**src/rtl/srx_pkg.sv**
```systemverilog
package srx_pkg;
  typedef enum logic [1:0] {
    ST_IDLE = 2'd0,
    ST_DATA = 2'd1,
    ST_PAR  = 2'd2,
    ST_STOP = 2'd3
  } srx_state_e;

  localparam logic [1:0] PM_EVEN = 2'd0;
  localparam logic [1:0] PM_ODD  = 2'd1;
  localparam logic [1:0] PM_ZERO = 2'd2;
  localparam logic [1:0] PM_ONE  = 2'd3;
endpackage

```
**src/rtl/srx_frame.sv**
```systemverilog
module srx_frame #(
  parameter int DATA_W = 8
) (
  input  logic              clk,
  input  logic              rst_n,
  input  logic              baud_tick,
  input  logic              rx_line,
  input  logic              par_en,
  output logic [DATA_W-1:0] shift_q,
  output logic              pbit_q,
  output logic              frame_done
);
  import srx_pkg::*;
  localparam int CW = (DATA_W > 1) ? $clog2(DATA_W) : 1;
  localparam logic [CW-1:0] LAST = CW'(DATA_W - 1);

  srx_state_e        state_q, state_d;
  logic [CW-1:0]     cnt_q, cnt_d;
  logic [DATA_W-1:0] shift_d;
  logic              pbit_d;

  always_comb begin
    state_d    = state_q;
    cnt_d      = cnt_q;
    shift_d    = shift_q;
    pbit_d     = pbit_q;
    frame_done = 1'b0;
    if (baud_tick) begin
      case (state_q)
        ST_IDLE: begin
          if (!rx_line) begin
            state_d = ST_DATA;
            cnt_d   = '0;
          end
        end
        ST_DATA: begin
          if (DATA_W > 1) shift_d = {rx_line, shift_q[DATA_W-1:1]};
          else            shift_d = rx_line;
          if (cnt_q == LAST) state_d = par_en ? ST_PAR : ST_STOP;
          else               cnt_d   = cnt_q + 1'b1;
        end
        ST_PAR: begin
          pbit_d  = rx_line;
          state_d = ST_STOP;
        end
        default: begin
          frame_done = 1'b1;
          state_d    = ST_IDLE;
        end
      endcase
    end
  end

  always_ff @(posedge clk or negedge rst_n) begin
    if (!rst_n) begin
      state_q <= ST_IDLE;
      cnt_q   <= '0;
      shift_q <= '0;
      pbit_q  <= 1'b0;
    end else begin
      state_q <= state_d;
      cnt_q   <= cnt_d;
      shift_q <= shift_d;
      pbit_q  <= pbit_d;
    end
  end
endmodule

```
**src/rtl/srx_parity.sv**
```systemverilog
module srx_parity #(
  parameter int DATA_W = 8
) (
  input  logic [DATA_W-1:0] data,
  input  logic [2:0]        mode,
  input  logic              pbit,
  output logic              par_bad
);
  import srx_pkg::*;
  logic want;

  always_comb begin
    case (mode[1:0])
      PM_EVEN: want = ^data;
      PM_ODD:  want = ~^data;
      PM_ZERO: want = 1'b0;
      default: want = 1'b1;
    endcase
    par_bad = !mode[2] && (pbit != want);
  end
endmodule

```
**src/rtl/srx_hold.sv**
```systemverilog
module srx_hold #(
  parameter int DATA_W = 8
) (
  input  logic              clk,
  input  logic              rst_n,
  input  logic              load,
  input  logic [DATA_W-1:0] data_in,
  input  logic              par_bad,
  input  logic              frm_bad,
  input  logic              rd_strobe,
  input  logic              clr_stat,
  output logic [DATA_W-1:0] data_q,
  output logic              ready_q,
  output logic              ovr_q,
  output logic              pe_q,
  output logic              fe_q
);
  logic [DATA_W-1:0] data_d;
  logic ready_d, ovr_d, pe_d, fe_d;

  always_comb begin
    data_d  = load ? data_in : data_q;
    ready_d = ready_q;
    if (rd_strobe) ready_d = 1'b0;
    if (load)      ready_d = 1'b1;
    ovr_d = clr_stat ? 1'b0 : ovr_q;
    pe_d  = clr_stat ? 1'b0 : pe_q;
    fe_d  = clr_stat ? 1'b0 : fe_q;
    if (load && ready_q && !rd_strobe) ovr_d = 1'b1;
    if (load && par_bad)               pe_d  = 1'b1;
    if (load && frm_bad)               fe_d  = 1'b1;
  end

  always_ff @(posedge clk or negedge rst_n) begin
    if (!rst_n) begin
      data_q  <= '0;
      ready_q <= 1'b0;
      ovr_q   <= 1'b0;
      pe_q    <= 1'b0;
      fe_q    <= 1'b0;
    end else begin
      data_q  <= data_d;
      ready_q <= ready_d;
      ovr_q   <= ovr_d;
      pe_q    <= pe_d;
      fe_q    <= fe_d;
    end
  end
endmodule

```
**src/rtl/sync_char_rx.sv**
```systemverilog
module sync_char_rx #(
  parameter int DATA_W = 8
) (
  input  logic              clk,
  input  logic              rst_n,
  input  logic              baud_tick,
  input  logic              rx_line,
  input  logic [2:0]        par_mode,
  input  logic              rd_strobe,
  input  logic              clr_stat,
  output logic [DATA_W-1:0] rx_data,
  output logic              rx_ready,
  output logic              ovr_err,
  output logic              par_err,
  output logic              frm_err
);
  logic [DATA_W-1:0] shift_w;
  logic              pbit_w;
  logic              done_w;
  logic              par_bad_w;
  logic              frm_bad_w;

  srx_frame #(.DATA_W(DATA_W)) u_frame (
    .clk        (clk),
    .rst_n      (rst_n),
    .baud_tick  (baud_tick),
    .rx_line    (rx_line),
    .par_en     (!par_mode[2]),
    .shift_q    (shift_w),
    .pbit_q     (pbit_w),
    .frame_done (done_w)
  );

  srx_parity #(.DATA_W(DATA_W)) u_par (
    .data    (shift_w),
    .mode    (par_mode),
    .pbit    (pbit_w),
    .par_bad (par_bad_w)
  );

  // stop sample low with some data bit high
  assign frm_bad_w = !rx_line && (|shift_w);

  srx_hold #(.DATA_W(DATA_W)) u_hold (
    .clk       (clk),
    .rst_n     (rst_n),
    .load      (done_w),
    .data_in   (shift_w),
    .par_bad   (par_bad_w),
    .frm_bad   (frm_bad_w),
    .rd_strobe (rd_strobe),
    .clr_stat  (clr_stat),
    .data_q    (rx_data),
    .ready_q   (rx_ready),
    .ovr_q     (ovr_err),
    .pe_q      (par_err),
    .fe_q      (frm_err)
  );
endmodule

```
**config.mk**
```make
export PLATFORM = sky130hd
export DESIGN_NAME = sync_char_rx
export DESIGN_NICKNAME = d
export VERILOG_FILES = /design/src/rtl/srx_pkg.sv /design/src/rtl/srx_frame.sv /design/src/rtl/srx_parity.sv /design/src/rtl/srx_hold.sv /design/src/rtl/sync_char_rx.sv
export SDC_FILE = /design/constraint.sdc
export NUM_CORES = 1
export LEC_CHECK = 0
export BUFFER_PORTS_ARGS = -buffer_cell sky130_fd_sc_hd__clkbuf_2
export CORE_AREA = 2 2 55 57
export CTS_CLUSTER_SIZE = 10
export DETAILED_ROUTE_END_ITERATION = 8
export DIE_AREA = 0 0 57 59
export SLEW_MARGIN = 20
export SYNTH_ARGS = -nofsm -noshare
export SYNTH_HDL_FRONTEND = slang
export SYNTH_SLANG_ARGS = --single-unit
```
**constraint.sdc**
```tcl
create_clock -name clk -period 2.7 [get_ports clk]
set_clock_uncertainty 0.2 [all_clocks]
set_input_delay 0.405 -clock clk [delete_from_list [all_inputs] [get_ports clk]]
set_output_delay 0.405 -clock clk [all_outputs]
set_load 0.005 [all_outputs]
```
==> flow_metrics.env, run 1 <==
export IMPL_num_nets_final=159
export IMPL_cpMaxStageDelayCell="dfrtp_1"
export IMPL_multi_input_area_um2=492
export IMPL_hold_class="input pin to register"
export IMPL_wl_per_cell_um=12.3
export IMPL_max_freq_ghz=0.517
export IMPL_yosysTopAreaCell="dfrtp_1"
export IMPL_grt_pass1_vias=832
export IMPL_synth_area_leaders="dfrtp_1, ha_1, o21ai_0, nand2_1, inv_1"
export IMPL_vias=855
export IMPL_first_iter_violations=20
export IMPL_status="finished clean"
export IMPL_antenna_found_initial=0
export IMPL_slew_viol_final=0
export IMPL_grt_pass1_wl_mm=3.68
export IMPL_r2r_start="u_frame.cnt_q[0]"
export IMPL_min_delay_start="clr_stat"
export IMPL_drc=0
export IMPL_clockBufferDepth=2
export IMPL_min_to="u_hold.fe_q"
export IMPL_slew_headroom=0.581
export IMPL_clock_latency_ps=310
export IMPL_clk_pin_slew_ps=130
export IMPL_swShare=0.370
export IMPL_die_area_um2=3360
export IMPL_setup_violations=0
export IMPL_synth_top_cell_area_share=0.541
export IMPL_ir_worst_vdd_mv=0.569
export IMPL_io_pins=21
export IMPL_gr_total_overflow=0
export IMPL_ant_nets=0
export IMPL_cts_root_buf="clkbuf_4"
export IMPL_crit_type="register to register"
export IMPL_final_setup_tns_ps=0
export IMPL_syn_inst=117
export IMPL_portBuffers=20
export IMPL_path_cells="ha_1, ha_1, o21ai_0, mux2_2"
export IMPL_rr_worst_depth=4
export IMPL_r2r_end="u_frame.state_q[1]"
export IMPL_placementRows=19
export IMPL_fin_util=0.503
export IMPL_ys_types=21
export IMPL_cts_tree="done"
export IMPL_cts_setup_buffers=0
export IMPL_start_kind="register"
export IMPL_p_leak_nw=0.675
export IMPL_synth_area_um2=1200
export IMPL_tightest_slew_ps=628
export IMPL_postPlaceCellArea_um2=1330
export IMPL_p_comb_frac=0.426
export IMPL_r2r_slack_ps=770
export IMPL_synthArstFlopShare=1.00
export IMPL_fp_dieH_um=59
export IMPL_fin_crit_ps=1930
export IMPL_initial_core_util=0.444
export IMPL_syn_nets=136
export IMPL_numCtsBuffers=3
export IMPL_clkPwrFrac=0.119
export IMPL_drt_pass1_iter_count=4
export IMPL_crit_fanout=5
export IMPL_track_usage=0.139
export IMPL_die_w_um=57
export IMPL_routed_wl_mm=2.08
export IMPL_rsz0062_at_grt="no"
export IMPL_vias_per_cell=5.06
export IMPL_synth_edff_count=0
export IMPL_dpl_hpwl_mm=1.62
export IMPL_yosys_warnings=0
export IMPL_arrival_ps=1940
export IMPL_switchingPower_w=0.000502
export IMPL_cts_num_sinks=26
export IMPL_coreArea_um2=2710
export IMPL_required_ps=2710
export IMPL_syn_to_final_growth_pct=13.3
export IMPL_seqPwrFrac=0.455
export IMPL_n_antenna_cell=0
export IMPL_cts_max_level=1
export IMPL_critPathMaxStageDelay_ps=430
export IMPL_place_congestion=0.741
export IMPL_cp_end_kind="register"
export IMPL_power_internal_w=0.000856
export IMPL_seq_area_um2=651
export IMPL_drive_above_1_share=0.188
export IMPL_ys_seq_area_frac=0.541
export IMPL_cts_resized=0
export IMPL_grt_max_degree=27
export IMPL_cellPowerDensity_nw_per_um2=997
export IMPL_cpMostUsedCell="ha_1"
export IMPL_synthFlopType="dfrtp_1"
export IMPL_synth_seq_cells=26
export IMPL_min_path_cells=2
export IMPL_synth_area_per_cell_um2=10.3
export IMPL_finalHoldViolCount=0
export IMPL_max_cap_violations=0
export IMPL_n_fill_cell=267
export IMPL_final_area_um2=1360
export IMPL_fin_crit_sh=0.716
## sequential cells by signal, indices dropped and copies added (netlist names)
signal	flops
u_frame.pbit_q	1
u_hold.pe_q	1
u_hold.ovr_q	1
u_hold.fe_q	1
u_frame.state_q	2
u_hold.ready_q	1
u_frame.shift_q	8
u_frame.cnt_q	3
u_hold.data_q	8
## synthesized netlist by cell type (2+ instances only)
cell type and n:
xnor2_1 4, inv_1 13, clkbuf_1 3, ha_1 10
dfrtp_1 26, o21ai_0 21, mux2_2 3, nand2_1 23
a22oi_1 2
## power by group through the flow
stage                     combinational (W)  clock [W]  sequential, W
final                              0.000578   0.000161       0.000619
after global routing               0.000681   0.000176       0.000643
after CTS                          0.000590   0.000164       0.000621
after detailed placement           0.000587          0       0.000631
after global placement             0.000573          0       0.000620
after floorplan                    0.000418          0       0.000620
## through the flow
stage | total power (W) | cells | hold slack, ps | worst slack (ps)
2_1_floorplan | 0.00104 | 117 | -90.6 | 912
6_report | 0.00136 | 169 | 95.5 | 766
3_3_place_gp | 0.00119 | 165 | 261 | 837
5_1_grt | 0.00150 | 169 | 95.4 | 669
4_1_cts | 0.00138 | 169 | 87.1 | 780
3_5_place_dp | 0.00122 | 165 | 264 | 800
## repair_timing
item | 4_1_cts | 5_1_grt
hold buffers | 1 | 0
endpoints found under the hold margin | 26 | 0
endpoints found under the setup margin | 0 | 0
## layer usage
layer,track usage,vias up,share of wire
met4,0.0498,0,0.0091
met1,0.194,400,0.50
met2,0.223,18,0.44
li1,-,435,-
met5,0,-,0
met3,0.0218,2,0.044
## cell families (layout without fill, tap and decap cells)
| logic type | after synthesis | after routing | synth area share |
|---|---|---|---|
| compound gates | 29 | 29 | 0.142 |
| xor+xnor | 4 | 4 | 0.0291 |
| fa+ha+maj | 10 | 10 | 0.104 |
| buf+inv | 16 | 37 | 0.0499 |
| flops | 26 | 26 | 0.541 |
| mux | 4 | 4 | 0.0364 |
| simple gates | 28 | 28 | 0.0978 |
## worst max path at each step
stage               cells after the start                from            endpoint  slack, ps
floorplan                               6  u_frame.shift_q[0]         u_hold.pe_q        910
detailed placement                      4    u_frame.cnt_q[0]  u_frame.state_q[1]        800
global placement                        4    u_frame.cnt_q[0]  u_frame.state_q[1]        840
CTS                                     4    u_frame.cnt_q[0]  u_frame.state_q[1]        780
finish                                  4    u_frame.cnt_q[0]  u_frame.state_q[1]        770
global route                            6  u_frame.shift_q[0]         u_hold.pe_q        670
## worst max-delay path, delay by kind of cell, from the launching register on
family                     cells  cell delay [ps]
adders and majority gates      2              450
DFF                            1              430
AOI/OAI and AO/OA              1              380
muxes                          1              380
## area by class of cell
class | instances | share of cell area
clock buffers | 3 | 0.0165
inverters | 13 | 0.0358
multi-input cells | 75 | 0.361
flip-flops and latches | 26 | 0.478
well taps | 31 | 0.0285
repair buffers | 21 | 0.0808
## cell usage in the layout, fill, tap and decap left out
master,instances
xnor2_1,4
a32o_1,1
mux2_2,3
nor2b_1,1
nor2_1,1
o21ai_0,21
dlygate4sd3_1,1
inv_1,13
nand2_1,23
o32ai_1,1
clkbuf_4,3
mux2i_1,1
or3_1,1
and4_1,1
clkbuf_2,20
o2bb2ai_1,1
nand2b_1,1
dfrtp_1,26
ha_1,10
o31ai_1,1
a211oi_1,1
a21boi_0,1
a22oi_1,2
No activity file was read; power rests on OpenSTA's default activity.
==> run 2, diff against run 1 <==
ABC_AREA = 1   (was default)
CORE_AREA = 2 2 56 58   (was 2 2 55 57)
DIE_AREA = 0 0 58 60   (was 0 0 57 59)
clock period = 1.99 ns   (was 2.7 ns; I/O delays follow)
==> run 2 against run 1 <==
Against the previous run:
- global-route usage is 0.22 points higher
- clock-buffer cell count unchanged
- area after synthesis grew 4.4%
- sequential power grew 34%
- utilization is 1.1 points lower
- first-iteration DRC count up 150%
- via count is 9.2% higher
- hold slack worse by 74 ps
- clock power grew 33%
- cell area grew 4.8%
- critical endpoint is now u_frame.state_q[0]
- largest cell class unchanged
- largest power group is now combinational logic
==> flow_metrics.env, run 2 <==
export IMPL_synth_area_leaders="dfrtp_1, ha_1, nand2_1, o21ai_0, inv_1"
export IMPL_start_kind="register"
export IMPL_setup_violations=0
export IMPL_max_cap_violations=0
export IMPL_grt_pass1_wl_mm=3.74
export IMPL_ir_worst_vdd_mv=0.772
export IMPL_path_cells="inv_1, ha_1, inv_2, or2_4, nand2_1, mux2_1"
export IMPL_status="finished clean"
export IMPL_numCtsBuffers=3
export IMPL_seq_area_um2=651
export IMPL_synth_area_per_cell_um2=9.03
export IMPL_rsz0062_at_grt="no"
export IMPL_portBuffers=20
export IMPL_clk_pin_slew_ps=130
export IMPL_clock_latency_ps=310
export IMPL_wl_per_cell_um=10.8
export IMPL_syn_inst=139
export IMPL_vias_per_cell=4.81
export IMPL_clockBufferDepth=2
export IMPL_synthArstFlopShare=1.00
export IMPL_cts_max_level=1
export IMPL_p_leak_nw=0.734
export IMPL_num_nets_final=182
export IMPL_gr_total_overflow=0
export IMPL_layout_common_cells="nand2_1, dfrtp_1, inv_1, o21ai_0, clkbuf_2"
export IMPL_fp_dieH_um=60
export IMPL_cpMaxStageDelayCell="dfrtp_1"
export IMPL_crit_type="register to register"
export IMPL_drc=0
export IMPL_coreArea_um2=2900
export IMPL_cellPowerDensity_nw_per_um2=1360
export IMPL_syn_to_final_growth_pct=13.8
export IMPL_final_common_cell="nand2_1"
export IMPL_n_antenna_cell=0
export IMPL_dpl_hpwl_mm=1.59
export IMPL_syn_nets=158
export IMPL_vias=934
export IMPL_routed_wl_mm=2.09
export IMPL_final_setup_tns_ps=0
export IMPL_drive_above_1_share=0.168
export IMPL_cts_resized=0
export IMPL_first_iter_violations=49
export IMPL_die_area_um2=3480
export IMPL_initial_core_util=0.432
export IMPL_cts_tree="done"
export IMPL_fin_crit_sh=0.945
export IMPL_ys_types=21
export IMPL_die_w_um=58
export IMPL_synth_edff_count=0
export IMPL_multi_input_area_um2=507
export IMPL_n_fill_cell=286
export IMPL_synth_seq_cells=26
export IMPL_tightest_slew_ps=641
export IMPL_yosys_warnings=0
export IMPL_synthFlopType="dfrtp_1"
export IMPL_cts_root_buf="clkbuf_4"
export IMPL_io_pins=21
export IMPL_synth_top_cell_area_share=0.518
export IMPL_arrival_ps=1880
export IMPL_top_regs="u_frame.shift_q (8), u_hold.data_q (8), u_frame.cnt_q (3)"
export IMPL_yosys_top_cells_count="nand2_1, dfrtp_1, inv_1"
export IMPL_required_ps=1990
export IMPL_ys_seq_area_frac=0.518
export IMPL_fin_crit_ps=1880
export IMPL_finalPower_w=0.00194
export IMPL_critPathMaxStageDelay_ps=430
export IMPL_antenna_found_initial=0
export IMPL_track_usage=0.142
export IMPL_slew_viol_final=0
export IMPL_grt_pass1_vias=907
export IMPL_finalHoldViolCount=0
export IMPL_slew_headroom=0.573
export IMPL_drt_pass1_iter_count=4
export IMPL_cp_end_kind="register"
export IMPL_ant_nets=0
export IMPL_yosysTopAreaCell="dfrtp_1"
export IMPL_synth_area_um2=1250
export IMPL_grt_max_degree=27
export IMPL_cts_num_sinks=26
export IMPL_crit_fanout=5
export IMPL_hold_class="input pin to register"
export IMPL_yosysMostFrequentCell="nand2_1"
export IMPL_place_congestion=0.749
export IMPL_placementRows=20
export IMPL_max_freq_ghz=0.532
## run 2: worst paths after layout
check                                        start                  to  slack, ps  cells after the start
worst min register to register         u_hold.pe_q         u_hold.pe_q        300                      2
min in group asynchronous                    rst_n    u_hold.data_q[2]        320                      2
worst max register to register  u_frame.state_q[1]  u_frame.state_q[0]        110                      6
worst max-delay path            u_frame.state_q[1]  u_frame.state_q[0]        110                      6
worst min-delay path                     baud_tick      u_frame.pbit_q         20                      2
max in group asynchronous                    rst_n    u_frame.cnt_q[2]        860                      2
## run 2: worst max-delay path: cells and delay by family (launching register included)
kind / cells / cell delay, ps
buffers and inverters: 2 / 170
DFF: 1 / 430
adders and majority gates: 1 / 270
and+or+nand+nor: 2 / 370
muxes: 1 / 340
## run 2: routing by layer
layer	global-route usage	vias to the layer above	part of all wire
met5	0	-	0
met3	0.0260	4	0.031
met2	0.252	13	0.48
met1	0.168	433	0.48
li1	-	484	-
met4	0.0598	0	0.013
## run 2: metrics by stage
step	instances	area, um2	utilization	setup slack, ps	hold slack [ps]
after floorplan	139	1250	-	266	-197
after global placement	189	1390	0.477	230	149
after detailed placement	189	1390	0.477	127	153
after CTS	194	1430	0.492	114	8.46
after global routing	194	1430	0.492	12.0	27.5
final	194	1430	0.492	109	21.3
## run 2: kinds of logic (layout without fill, tap and decap cells)
logic type      after synthesis  in the layout  synth area share
compound gates               29             29             0.135
flops                        26             26             0.518
xor+xnor                      2              2            0.0140
fa+ha+maj                    10             10            0.0997
buf+inv                      26             48            0.0778
simple gates                 45             45             0.147
mux                           1              1           0.00897
## run 2: final cells by class
cell class | count | share of cell area
clock buffers | 3 | 0.0158
flip-flops and latches | 26 | 0.456
well taps | 33 | 0.0289
multi-input cells | 87 | 0.355
repair buffers | 22 | 0.0841
inverters | 23 | 0.0605
## run 2: report_power, final
| group | switching [W] | leakage [nW] | internal [W] |
|---|---|---|---|
| Combinational | 0.000517 | 0.376 | 0.000378 |
| Clock | 0.000143 | 0.0138 | 0.0000708 |
| Sequential | 0.000112 | 0.344 | 0.000719 |
| Total | 0.000772 | 0.734 | 0.00117 |
## run 2: timing repair
item,in CTS,in global routing
hold buffers,2,0
hold endpoints to repair,28,0
setup buffers,0,0
==> run 3, diff against run 2 <==
GPL_ROUTABILITY_DRIVEN = 0   (was default)
PLACE_DENSITY = 0.65   (was default)
==> run 3 against run 2 <==
Against the previous run:
- die area is the same
- hold slack improved by 7.7 ps
- flip-flop and latch count unchanged
- worst setup slack worse by 20 ps
- via count up 3.7%
- clock power grew 66%
- clock-buffer cell count stayed put
- total power increased by 7.3%
- sequential share of layout area down 1.2 points
- register-to-register slack got worse by 20 ps
- highest routed layer unchanged
- first-iteration DRC count fell by 29%
==> flow_metrics.env, run 3 (synthesis results as in run 2) <==
export IMPL_layout_common_cells="nand2_1, dfrtp_1, inv_1, o21ai_0, clkbuf_2"
export IMPL_finalHoldViolCount=0
export IMPL_required_ps=2000
export IMPL_crit_type="register to register"
export IMPL_hold_class="input pin to register"
export IMPL_fp_dieH_um=60
export IMPL_coreArea_um2=2900
export IMPL_fin_util=0.506
export IMPL_grt_pass1_wl_mm=4.00
export IMPL_cts_num_sinks=26
export IMPL_dpl_hpwl_mm=1.69
export IMPL_top_regs="u_frame.shift_q (8), u_hold.data_q (8), u_frame.cnt_q (3)"
export IMPL_max_cap_violations=0
export IMPL_dp_cells=189
export IMPL_r2r_start="u_frame.state_q[1]"
export IMPL_wl_per_cell_um=11.1
export IMPL_portBuffers=20
export IMPL_fin_crit_ps=1900
export IMPL_routed_wl_mm=2.17
export IMPL_die_w_um=58
export IMPL_final_common_cell="nand2_1"
export IMPL_first_iter_violations=35
export IMPL_gr_total_overflow=0
export IMPL_antenna_found_initial=0
export IMPL_num_nets_final=183
export IMPL_drive_above_1_share=0.172
export IMPL_slew_headroom=0.583
export IMPL_setup_violations=0
export IMPL_initial_core_util=0.432
export IMPL_p_leak_nw=0.752
export IMPL_numCtsBuffers=3
export IMPL_tightest_slew_ps=626
export IMPL_n_antenna_cell=0
export IMPL_cp_end_kind="register"
export IMPL_ir_worst_vdd_mv=0.764
export IMPL_grt_max_degree=27
export IMPL_start_kind="register"
export IMPL_seq_area_um2=651
export IMPL_multi_input_area_um2=507
export IMPL_ant_nets=0
export IMPL_cts_tree="done"
export IMPL_cts_max_level=1
export IMPL_io_pins=21
export IMPL_status="finished clean"
export IMPL_clockBufferDepth=2
export IMPL_min_delay_start="clr_stat"
export IMPL_die_area_um2=3480
export IMPL_fin_cells=196
export IMPL_rsz0062_at_grt="no"
export IMPL_clk_pin_slew_ps=140
export IMPL_placementRows=20
export IMPL_cp_startpoint="u_frame.state_q[1]"
export IMPL_syn_to_final_growth_pct=16.9
export IMPL_clock_latency_ps=310
export IMPL_cts_setup_buffers=0
export IMPL_drc=0
export IMPL_vias_per_cell=4.94
export IMPL_track_usage=0.150
export IMPL_fin_crit_sh=0.955
export IMPL_n_fill_cell=294
export IMPL_slew_viol_final=0
export IMPL_vias=969
export IMPL_arrival_ps=1910
export IMPL_drt_pass1_iter_count=4
export IMPL_crit_fanout=5
export IMPL_cellPowerDensity_nw_per_um2=1420
export IMPL_max_freq_ghz=0.526
export IMPL_cts_root_buf="clkbuf_4"
export IMPL_grt_pass1_vias=1012
export IMPL_final_setup_tns_ps=0
==> run 3: through the flow <==
| stage | setup WS, ps | area [um2] | power (W) | hold WS [ps] |
|---|---|---|---|---|
| 2_1_floorplan | 266 | 1250 | 0.00149 | -197 |
| 3_3_place_gp | 231 | 1390 | 0.00169 | 147 |
| 3_5_place_dp | 112 | 1390 | 0.00175 | 147 |
| 4_1_cts | 91.4 | 1470 | 0.00211 | 20.9 |
| 5_1_grt | 0.820 | 1470 | 0.00230 | 31.0 |
| 6_report | 89.5 | 1470 | 0.00208 | 29.0 |
==> run 3: worst paths after layout <==
check	endpoint	slack [ps]	cells past startpoint
min in group asynchronous	u_hold.data_q[2]	310	2
max in group asynchronous	u_frame.state_q[0]	870	2
worst min register to register	u_hold.pe_q	300	2
worst max-delay path	u_frame.state_q[0]	90	6
worst min-delay path	u_hold.pe_q	30	4
worst max register to register	u_frame.state_q[0]	90	6
==> run 3: routing by layer <==
layer / track usage / up-vias / part of all wire / wire, um
met5: 0 / - / 0 / 0
met4: 0.0465 / 0 / 0.018 / 38
met3: 0.0498 / 6 / 0.048 / 105
met2: 0.278 / 25 / 0.49 / 1060
met1: 0.161 / 445 / 0.44 / 963
li1: - / 493 / - / -
==> run 3: power by group <==
part	total [W]	internal (W)	leakage (nW)	switching (W)
combinational	0.000893	0.000378	0.380	0.000516
clock	0.000355	0.000204	0.0279	0.000152
sequential	0.000831	0.000719	0.344	0.000113
==> run 3: area by class of cell <==
cell class	count	share of cell area
sequential	26	0.443
multi-input combinational	87	0.345
timing repair buffer	23	0.0887
inverter	23	0.0588
tap	33	0.0281
clock inverter	1	0.0205
clock buffer	3	0.0153
==> run 3: critical path, stage by stage (launching register included) <==
cell and delay (ps):
dfrtp_1 420, inv_1 110, ha_1 280, inv_2 80, or2_4 250, nand2_1 120
mux2_1 330
==> run 3: repair_timing <==
| item | CTS | global route |
|---|---|---|
| hold endpoints to repair | 29 | 0 |
| hold buffers | 3 | 0 |
| setup endpoints to repair | 0 | 0 |
| resized for setup | 0 | 0 |
